File: src/rtl/flash_regif_pkg.sv
package flash_regif_pkg;

    localparam int REG_W       = 16;
    localparam int NUM_REGS    = 4;
    localparam int SEG_LSB     = 8;
    localparam int RDMODE_LSB  = 3;

    typedef enum logic [1:0] {
        OFS_CTL  = 2'd0,
        OFS_TST  = 2'd1,
        OFS_WADR = 2'd2,
        OFS_WDAT = 2'd3
    } reg_ofs_e;

    typedef enum logic [1:0] {
        RD_STANDARD = 2'd0,
        RD_VERIFY0  = 2'd1,
        RD_VERIFY1  = 2'd2,
        RD_INVERASE = 2'd3
    } rd_mode_e;

    typedef struct packed {
        logic [REG_W-1:0] ctl;
        logic [REG_W-1:0] tst;
        logic [REG_W-1:0] wadr;
        logic [REG_W-1:0] wdat;
        logic             acc;
        logic             fire;
        logic             bad;
    } bank_t;

endpackage

File: src/rtl/flash_regif_decode.sv
module flash_regif_decode
    import flash_regif_pkg::*;
#(
    parameter int ADDR_W = 14
) (
    input  logic              bus_sel,
    input  logic              bus_we,
    input  logic [ADDR_W-1:0] bus_addr,
    input  logic              acc_q,
    output logic [NUM_REGS-1:0] wr_stb,
    output reg_ofs_e          rd_ofs,
    output logic              arr_re
);

    logic reg_write;

    assign reg_write = bus_sel && bus_we && !acc_q;
    assign rd_ofs    = reg_ofs_e'(bus_addr[1:0]);
    assign arr_re    = bus_sel && !bus_we && acc_q;

    for (genvar g = 0; g < NUM_REGS; g++) begin : g_stb
        assign wr_stb[g] = reg_write && (bus_addr[1:0] == 2'(g));
    end

endmodule

File: src/rtl/flash_regif_pulse.sv
module flash_regif_pulse #(
    parameter int ADDR_W  = 14,
    parameter int NUM_SEG = 8
) (
    input  logic               pulse_req,
    input  logic [NUM_SEG-1:0] seg_en,
    input  logic [ADDR_W-1:0]  wr_addr,
    output logic               fire_d,
    output logic               bad_d
);

    localparam int SEG_W = (NUM_SEG > 1) ? $clog2(NUM_SEG) : 1;

    logic [SEG_W-1:0] seg_idx;
    logic             seg_ok;

    assign seg_idx = wr_addr[ADDR_W-1 -: SEG_W];
    assign seg_ok  = seg_en[seg_idx];
    assign fire_d  = pulse_req && seg_ok;
    assign bad_d   = pulse_req && !seg_ok;

endmodule

File: src/rtl/flash_regif_bank.sv
module flash_regif_bank
    import flash_regif_pkg::*;
(
    input  logic                clk,
    input  logic                rst_n,
    input  logic                acc_wr,
    input  logic                acc_val,
    input  logic [NUM_REGS-1:0] wr_stb,
    input  logic [REG_W-1:0]    wdata,
    input  logic                fire_d,
    input  logic                bad_d,
    output bank_t               st_q
);

    bank_t st_d;

    always_comb begin
        st_d      = st_q;
        st_d.fire = fire_d;
        st_d.bad  = bad_d;
        if (acc_wr) begin
            st_d.acc = acc_val;
        end
        if (wr_stb[OFS_CTL]) begin
            st_d.ctl = wdata;
        end
        if (wr_stb[OFS_TST]) begin
            st_d.tst = wdata;
        end
        if (wr_stb[OFS_WADR]) begin
            st_d.wadr = wdata;
        end
        if (wr_stb[OFS_WDAT]) begin
            st_d.wdat = wdata;
        end
    end

    always_ff @(posedge clk or negedge rst_n) begin
        if (!rst_n) begin
            st_q     <= '0;
            st_q.acc <= 1'b1;
        end else begin
            st_q <= st_d;
        end
    end

endmodule

File: src/rtl/flash_regif.sv
module flash_regif
    import flash_regif_pkg::*;
#(
    parameter int ADDR_W  = 14,
    parameter int NUM_SEG = 8
) (
    input  logic               clk,
    input  logic               rst_n,
    input  logic               acc_wr,
    input  logic               acc_val,
    input  logic               bus_sel,
    input  logic               bus_we,
    input  logic [ADDR_W-1:0]  bus_addr,
    input  logic [REG_W-1:0]   bus_wdata,
    output logic [REG_W-1:0]   bus_rdata,
    input  logic [REG_W-1:0]   arr_rdata,
    output logic               arr_re,
    output logic               arr_mode,
    output logic [1:0]         read_mode,
    output logic [NUM_SEG-1:0] seg_en,
    output logic [REG_W-1:0]   test_ctl,
    output logic [ADDR_W-1:0]  wr_addr,
    output logic [REG_W-1:0]   wr_data,
    input  logic               pulse_req,
    output logic               pulse_fire,
    output logic               pulse_bad
);

    bank_t               st_q;
    logic [NUM_REGS-1:0] wr_stb;
    reg_ofs_e            rd_ofs;
    logic                fire_d;
    logic                bad_d;
    logic [REG_W-1:0]    reg_rdata;

    flash_regif_decode #(.ADDR_W(ADDR_W)) u_dec (
        .bus_sel  (bus_sel),
        .bus_we   (bus_we),
        .bus_addr (bus_addr),
        .acc_q    (st_q.acc),
        .wr_stb   (wr_stb),
        .rd_ofs   (rd_ofs),
        .arr_re   (arr_re)
    );

    flash_regif_pulse #(.ADDR_W(ADDR_W), .NUM_SEG(NUM_SEG)) u_pls (
        .pulse_req (pulse_req),
        .seg_en    (seg_en),
        .wr_addr   (wr_addr),
        .fire_d    (fire_d),
        .bad_d     (bad_d)
    );

    flash_regif_bank u_bank (
        .clk     (clk),
        .rst_n   (rst_n),
        .acc_wr  (acc_wr),
        .acc_val (acc_val),
        .wr_stb  (wr_stb),
        .wdata   (bus_wdata),
        .fire_d  (fire_d),
        .bad_d   (bad_d),
        .st_q    (st_q)
    );

    always_comb begin
        unique case (rd_ofs)
            OFS_CTL:  reg_rdata = st_q.ctl;
            OFS_TST:  reg_rdata = st_q.tst;
            OFS_WADR: reg_rdata = st_q.wadr;
            default:  reg_rdata = st_q.wdat;
        endcase
    end

    always_comb begin
        bus_rdata = '0;
        if (bus_sel && !bus_we) begin
            bus_rdata = st_q.acc ? arr_rdata : reg_rdata;
        end
    end

    assign arr_mode   = st_q.acc;
    assign read_mode  = st_q.ctl[RDMODE_LSB +: 2];
    assign seg_en     = st_q.ctl[SEG_LSB +: NUM_SEG];
    assign test_ctl   = st_q.tst;
    assign wr_addr    = st_q.wadr[ADDR_W-1:0];
    assign wr_data    = st_q.wdat;
    assign pulse_fire = st_q.fire;
    assign pulse_bad  = st_q.bad;

endmodule

File: config.mk
export PLATFORM = sky130hd
export DESIGN_NAME = flash_regif
export DESIGN_NICKNAME = d
export VERILOG_FILES = /design/src/rtl/flash_regif_pkg.sv /design/src/rtl/flash_regif_decode.sv /design/src/rtl/flash_regif_pulse.sv /design/src/rtl/flash_regif_bank.sv /design/src/rtl/flash_regif.sv
export SDC_FILE = /design/constraint.sdc
export NUM_CORES = 1
export LEC_CHECK = 0
export BUFFER_PORTS_ARGS = -buffer_cell sky130_fd_sc_hd__clkbuf_2
export CAP_MARGIN = 20
export CORE_UTILIZATION = 45
export DETAILED_ROUTE_END_ITERATION = 7
export PLACE_DENSITY = 0.84
export RECOVER_POWER = 25
export SLEW_MARGIN = 0
export SYNTH_ARGS = -nofsm -noshare
export SYNTH_HDL_FRONTEND = slang
export SYNTH_HIERARCHICAL = 1
export SYNTH_SLANG_ARGS = --single-unit
File: constraint.sdc
create_clock -name clk -period 1.65 [get_ports clk]
set_clock_uncertainty 0.05 [all_clocks]
set_input_delay 0.0825 -clock clk [delete_from_list [all_inputs] [get_ports clk]]
set_output_delay 0.0825 -clock clk [all_outputs]
set_load 0.02 [all_outputs]
# == After elaboration in Yosys (flattened, before gate mapping) ==
# Cells that the tools add are included.
# word_totals
elab_cells,30
output_inout_bits,76
regBits,67
# op_classes
n_mux,5
n_eq_ne,3
n_lt_le_gt_ge,1
n_reduce_logical,14
# ops
operator,n
$pmux 16 s3,1
$mux 16,2
$logic_and 1x1->1,10
$eq 2x2->1 const B,2
$lt 3x4->1 const B,1
$bmux 1 s3,1
$logic_not 1->1,3
$eq 2x1->1 const B,1
$logic_not 2->1,1
$mux 1,1

# == Depth between registers and ports, before layout ==
# logic_depth
depth_word,4
mapped_depth,6

# == Hierarchy ==
# Netlist, hierarchy kept.
# by_module_without_submodules
module,area_each_um2,cells_each,instances
flash_regif_bank,2685.1,140,1
flash_regif,784.5,101,1
flash_regif_pulse,102.6,11,1
flash_regif_decode,65.1,9,1

# == Worst setup path after synthesis ==
# OpenSTA, ideal clock, no wires.
# synth_path
path_kind,reg-to-output
from,reg u_bank/st_q[2] (netlist name)
to,out bus_rdata[14]
path_stages_with_launch,5
required_ns,1.517
t_arrival_ns,1.729
setup_slack_ns,-0.211
cell_sequence,dfstp_2 > buf_2 > nor2_1 > a221o_1 > nor3_1
# synth_via
elab_chain_cells,2
# synth_rtl
item,line_no,source
$mux 16,flash_regif.sv:78,bus_rdata = st_q.acc ? arr_rdata : reg_rdata;
$mux 16,flash_regif.sv:77,if (bus_sel && !bus_we) begin
end: declaration,flash_regif.sv:15,"output logic [REG_W-1:0] bus_rdata,"
# Every way passes these cells.

# == Worst setup path in the final report ==
# layout_path
from,reg u_bank/st_q[2] (netlist name)
to,out bus_rdata[5]
# layout_via
elab_chain_cells,2
# layout_rtl
item,line_no
$mux 16,flash_regif.sv:78
$mux 16,flash_regif.sv:77
# Every way passes these cells.

==> run summary <==
CP peak stage delay -> 0.49 ns
Multi-input gate area -> 1980 um2
Reg2reg path depth -> 6
Worst slew pin tran -> 0.917 ns
ANT cells -> 0
Crit path to -> bus_rdata[5]
Post-synthesis compound-gate area fraction -> 4.27%
Layout fillers -> 580
Die width -> 91.9 um
Worst Path Arrival -> 1.90 ns
Final worst-path cycle share -> 123%
Port bufs -> 116
Outcome -> complete, but fails checks
Post-Synthesis Cells -> 261
Final critical-path required period -> 2.03 ns
Mux cell area share after synthesis -> 31.4%
Initial antenna violation count -> 0
Violated checks -> setup timing
Regs by FF count -> u_bank/st_q x67
Setup slack, reg-to-reg -> -0.22 ns
# DRC -> 0
Fmax -> 0.492 GHz
Seq. cell area -> 1680 um2
Worst slew margin -> 38.9%
Crit path depth -> 6
CP required -> 1.52 ns
Area growth syn-to-layout -> 42.0%
WL/cell -> 19.2 um
# setup viols final -> 65
Post-DP Area -> 4410 um2
All-layer global routing usage -> 24.1%
Vias per cell -> 5.33
CP startpoint -> u_bank/st_q[2]
Initial DRC count -> 100
Final antenna-violating net count -> 0
P_leak -> 2.45 nW
Peak VDD IR -> 0.000586 V
Via total after detailed routing -> 2,842
Site Rows -> 32
Synth cell types -> 32
Total of max-cap violations -> 0
Placer Congestion -> 0.792
Crit path max fanout -> 6
Family with the most delay on the worst path -> simple AND/OR/NAND/NOR gates
Synth warnings -> 6
Pin count of the biggest net entering global routing -> 68
I/O pins -> 129
Root buffer cell -> clkbuf_8
Initial Util -> 46.8%
RSZ-0062 raised after global routing -> true
Post-Synth Simple-Gate Area -> 11.8%
Avg Cell Area, Syn -> 13.9 um2
Worst path bufs/invs -> 3
Layout cells sized above 1 -> 66.1%
Post-Route WL -> 10.2 mm
R2r endpoint -> u_bank/st_q[52]
Worst min path class -> in2reg
CTS H-tree depth -> 3
CTS tree -> built
Largest register FFs -> 67
Die area -> 8450 um2
Startpoint Class -> register
Cell Chain, Critical Path -> buf_12 > buf_6 > or3b_4 > nor2_2 > nor3_4 > clkbuf_8
Synthesized net count -> 314
CORE AREA -> 7770 um2
Pre-antenna DRT Iters -> 4
P per Cell Area -> 1210 nW/um2
Setup WS pre-CTS -> -0.0895 ns
Post-route cell area -> 5170 um2
Final WS setup -> -0.381 ns
DP HPWL -> 6.56 mm
Register bit total from synthesis -> 67
Final Hold Viols -> 0
Sequential fraction of the synthesis area -> 46.1%
Number of flops mapped to enable cells by yosys -> 0
Share of flip-flops with an asynchronous set or reset -> 100%
Adder-Cell Fraction of Synth Area -> 0%
CTS Buf Count -> 9
Ys flop type -> dfrtp_1
Reg2reg start -> u_bank/st_q[2]
Global route overflow -> 0
Netlist Area Pre-Place -> 3640 um2
Largest family of logic cells by synthesized area -> multiplexers
WHS -> 0.364 ns
First-pass GRT wire length -> 15.4 mm
Kind of critical path -> reg2out
Vias in the first global route -> 2,915
Die H -> 91.9 um
Crit-path slowest cell -> or3b_4
CTS Sinks -> 67
Layout net count -> 479
Max Transition Viols Final -> 0
CP endpoint kind -> primary output
Clock Path Buffers -> 2
Reg with most FFs -> u_bank/st_q
Xor-xnor portion of the synthesized cell area -> 0%
Worst-skew pair later-pin latency -> 0.35 ns
Clock Pin Slew Worst Setup and Hold Paths -> 0.08 ns
==> synth_stat cells, types with 2 or more instances <==
master | instances | area [um2]
mux2_4 | 40 | 601
buf_12 | 5 | 100
nor3_2 | 9 | 90.1
nor3_1 | 4 | 20.0
nor4b_1 | 2 | 17.5
dfrtp_1 | 66 | 1650
or2b_2 | 2 | 17.5
buf_4 | 5 | 37.5
nor2b_1 | 13 | 81.3
buf_2 | 3 | 15.0
buf_6 | 6 | 67.6
mux2i_1 | 17 | 170
a221o_1 | 13 | 130
mux2_2 | 27 | 304
nor2_1 | 30 | 113
mux4_2 | 3 | 67.6
==> where the power goes <==
group | switching (mW) | internal, mW | leakage, nW
sequential | 0.426 | 2.09 | 0.818
clock | 0.695 | 0.552 | 0.0818
combinational | 1.26 | 1.24 | 1.55
total | 2.38 | 3.88 | 2.45
==> kinds of logic after synthesis <==
family / count (synthesis)
mux: 87
compound gates: 16
buf+inv: 20
flops: 67
simple gates: 71
==> stage by stage <==
step                      TNS (ns)  cells  power, mW  utilization, %
after floorplan            -0.0417    261       3.97               -
after CTS                   -12.68    525       6.18            64.7
after global placement      -0.164    481       4.67            56.8
after global routing        -16.03    533       6.56            66.5
after detailed placement     -1.58    481       4.76            56.8
final                       -11.82    533       6.26            66.5
==> per-layer routing <==
metal	global-route usage, %	vias up	routed length [um]
li1	-	1277	-
met2	39.4	100	5130
met1	31.2	1455	4350
met3	5.64	10	663
met5	0	-	0
met4	9.11	0	97
==> how the worst min path moves through the flow <==
stage,start,end,slack (ns),cells past startpoint
4_1_cts,rst_n,u_bank/st_q[31],0.23,3
6_report,bus_addr[0],u_bank/st_q[22],0.36,4
3_5_place_dp,rst_n,u_bank/st_q[31],0.08,2
3_3_place_gp,rst_n,u_bank/st_q[1],0.07,2
2_1_floorplan,rst_n,u_bank/st_q[0],-0.26,0
5_1_grt,bus_addr[0],u_bank/st_q[30],0.35,4
==> repair_timing <==
item / CTS / global route
setup endpoints to repair: 64 / 72
cloned: 1 / 1
pin swaps: 14 / 12
buffers inserted: 7 / 7
resized for setup: 49 / 27
hold buffers: 20 / 0
endpoints found under the hold margin: 133 / 0
==> final cells by class <==
cell class / count / share of cell area, %
tap: 102 / 2.47
clock inverter: 7 / 1.04
timing repair buffer: 172 / 23.3
multi-input combinational: 176 / 38.3
sequential: 67 / 32.5
clock buffer: 9 / 2.40
==> worst reg2reg max path, cell delays in order, from the launching register on <==
cell and delay (ns):
dfstp_2 0.40, buf_6 0.13, buf_6 0.11, buf_4 0.13
nor4_2 0.34, buf_4 0.26, mux2_2 0.35
==> placed cells by master (no fill, tap or decap), types with 4 or more instances in the layout <==
| master | instances |
|---|---|
| nor2b_1 | 13 |
| clkbuf_8 | 16 |
| dlygate4sd3_1 | 20 |
| buf_6 | 15 |
| a221o_1 | 13 |
| mux2i_1 | 17 |
| buf_4 | 22 |
| nor2_2 | 14 |
| clkbuf_2 | 101 |
| nor3_4 | 13 |
| nor2_1 | 13 |
| dfrtp_1 | 65 |
| buf_2 | 4 |
| mux2_4 | 48 |
| nor2_4 | 5 |
| mux2_2 | 19 |
Note: power is estimated with default switching activity, not from simulation.
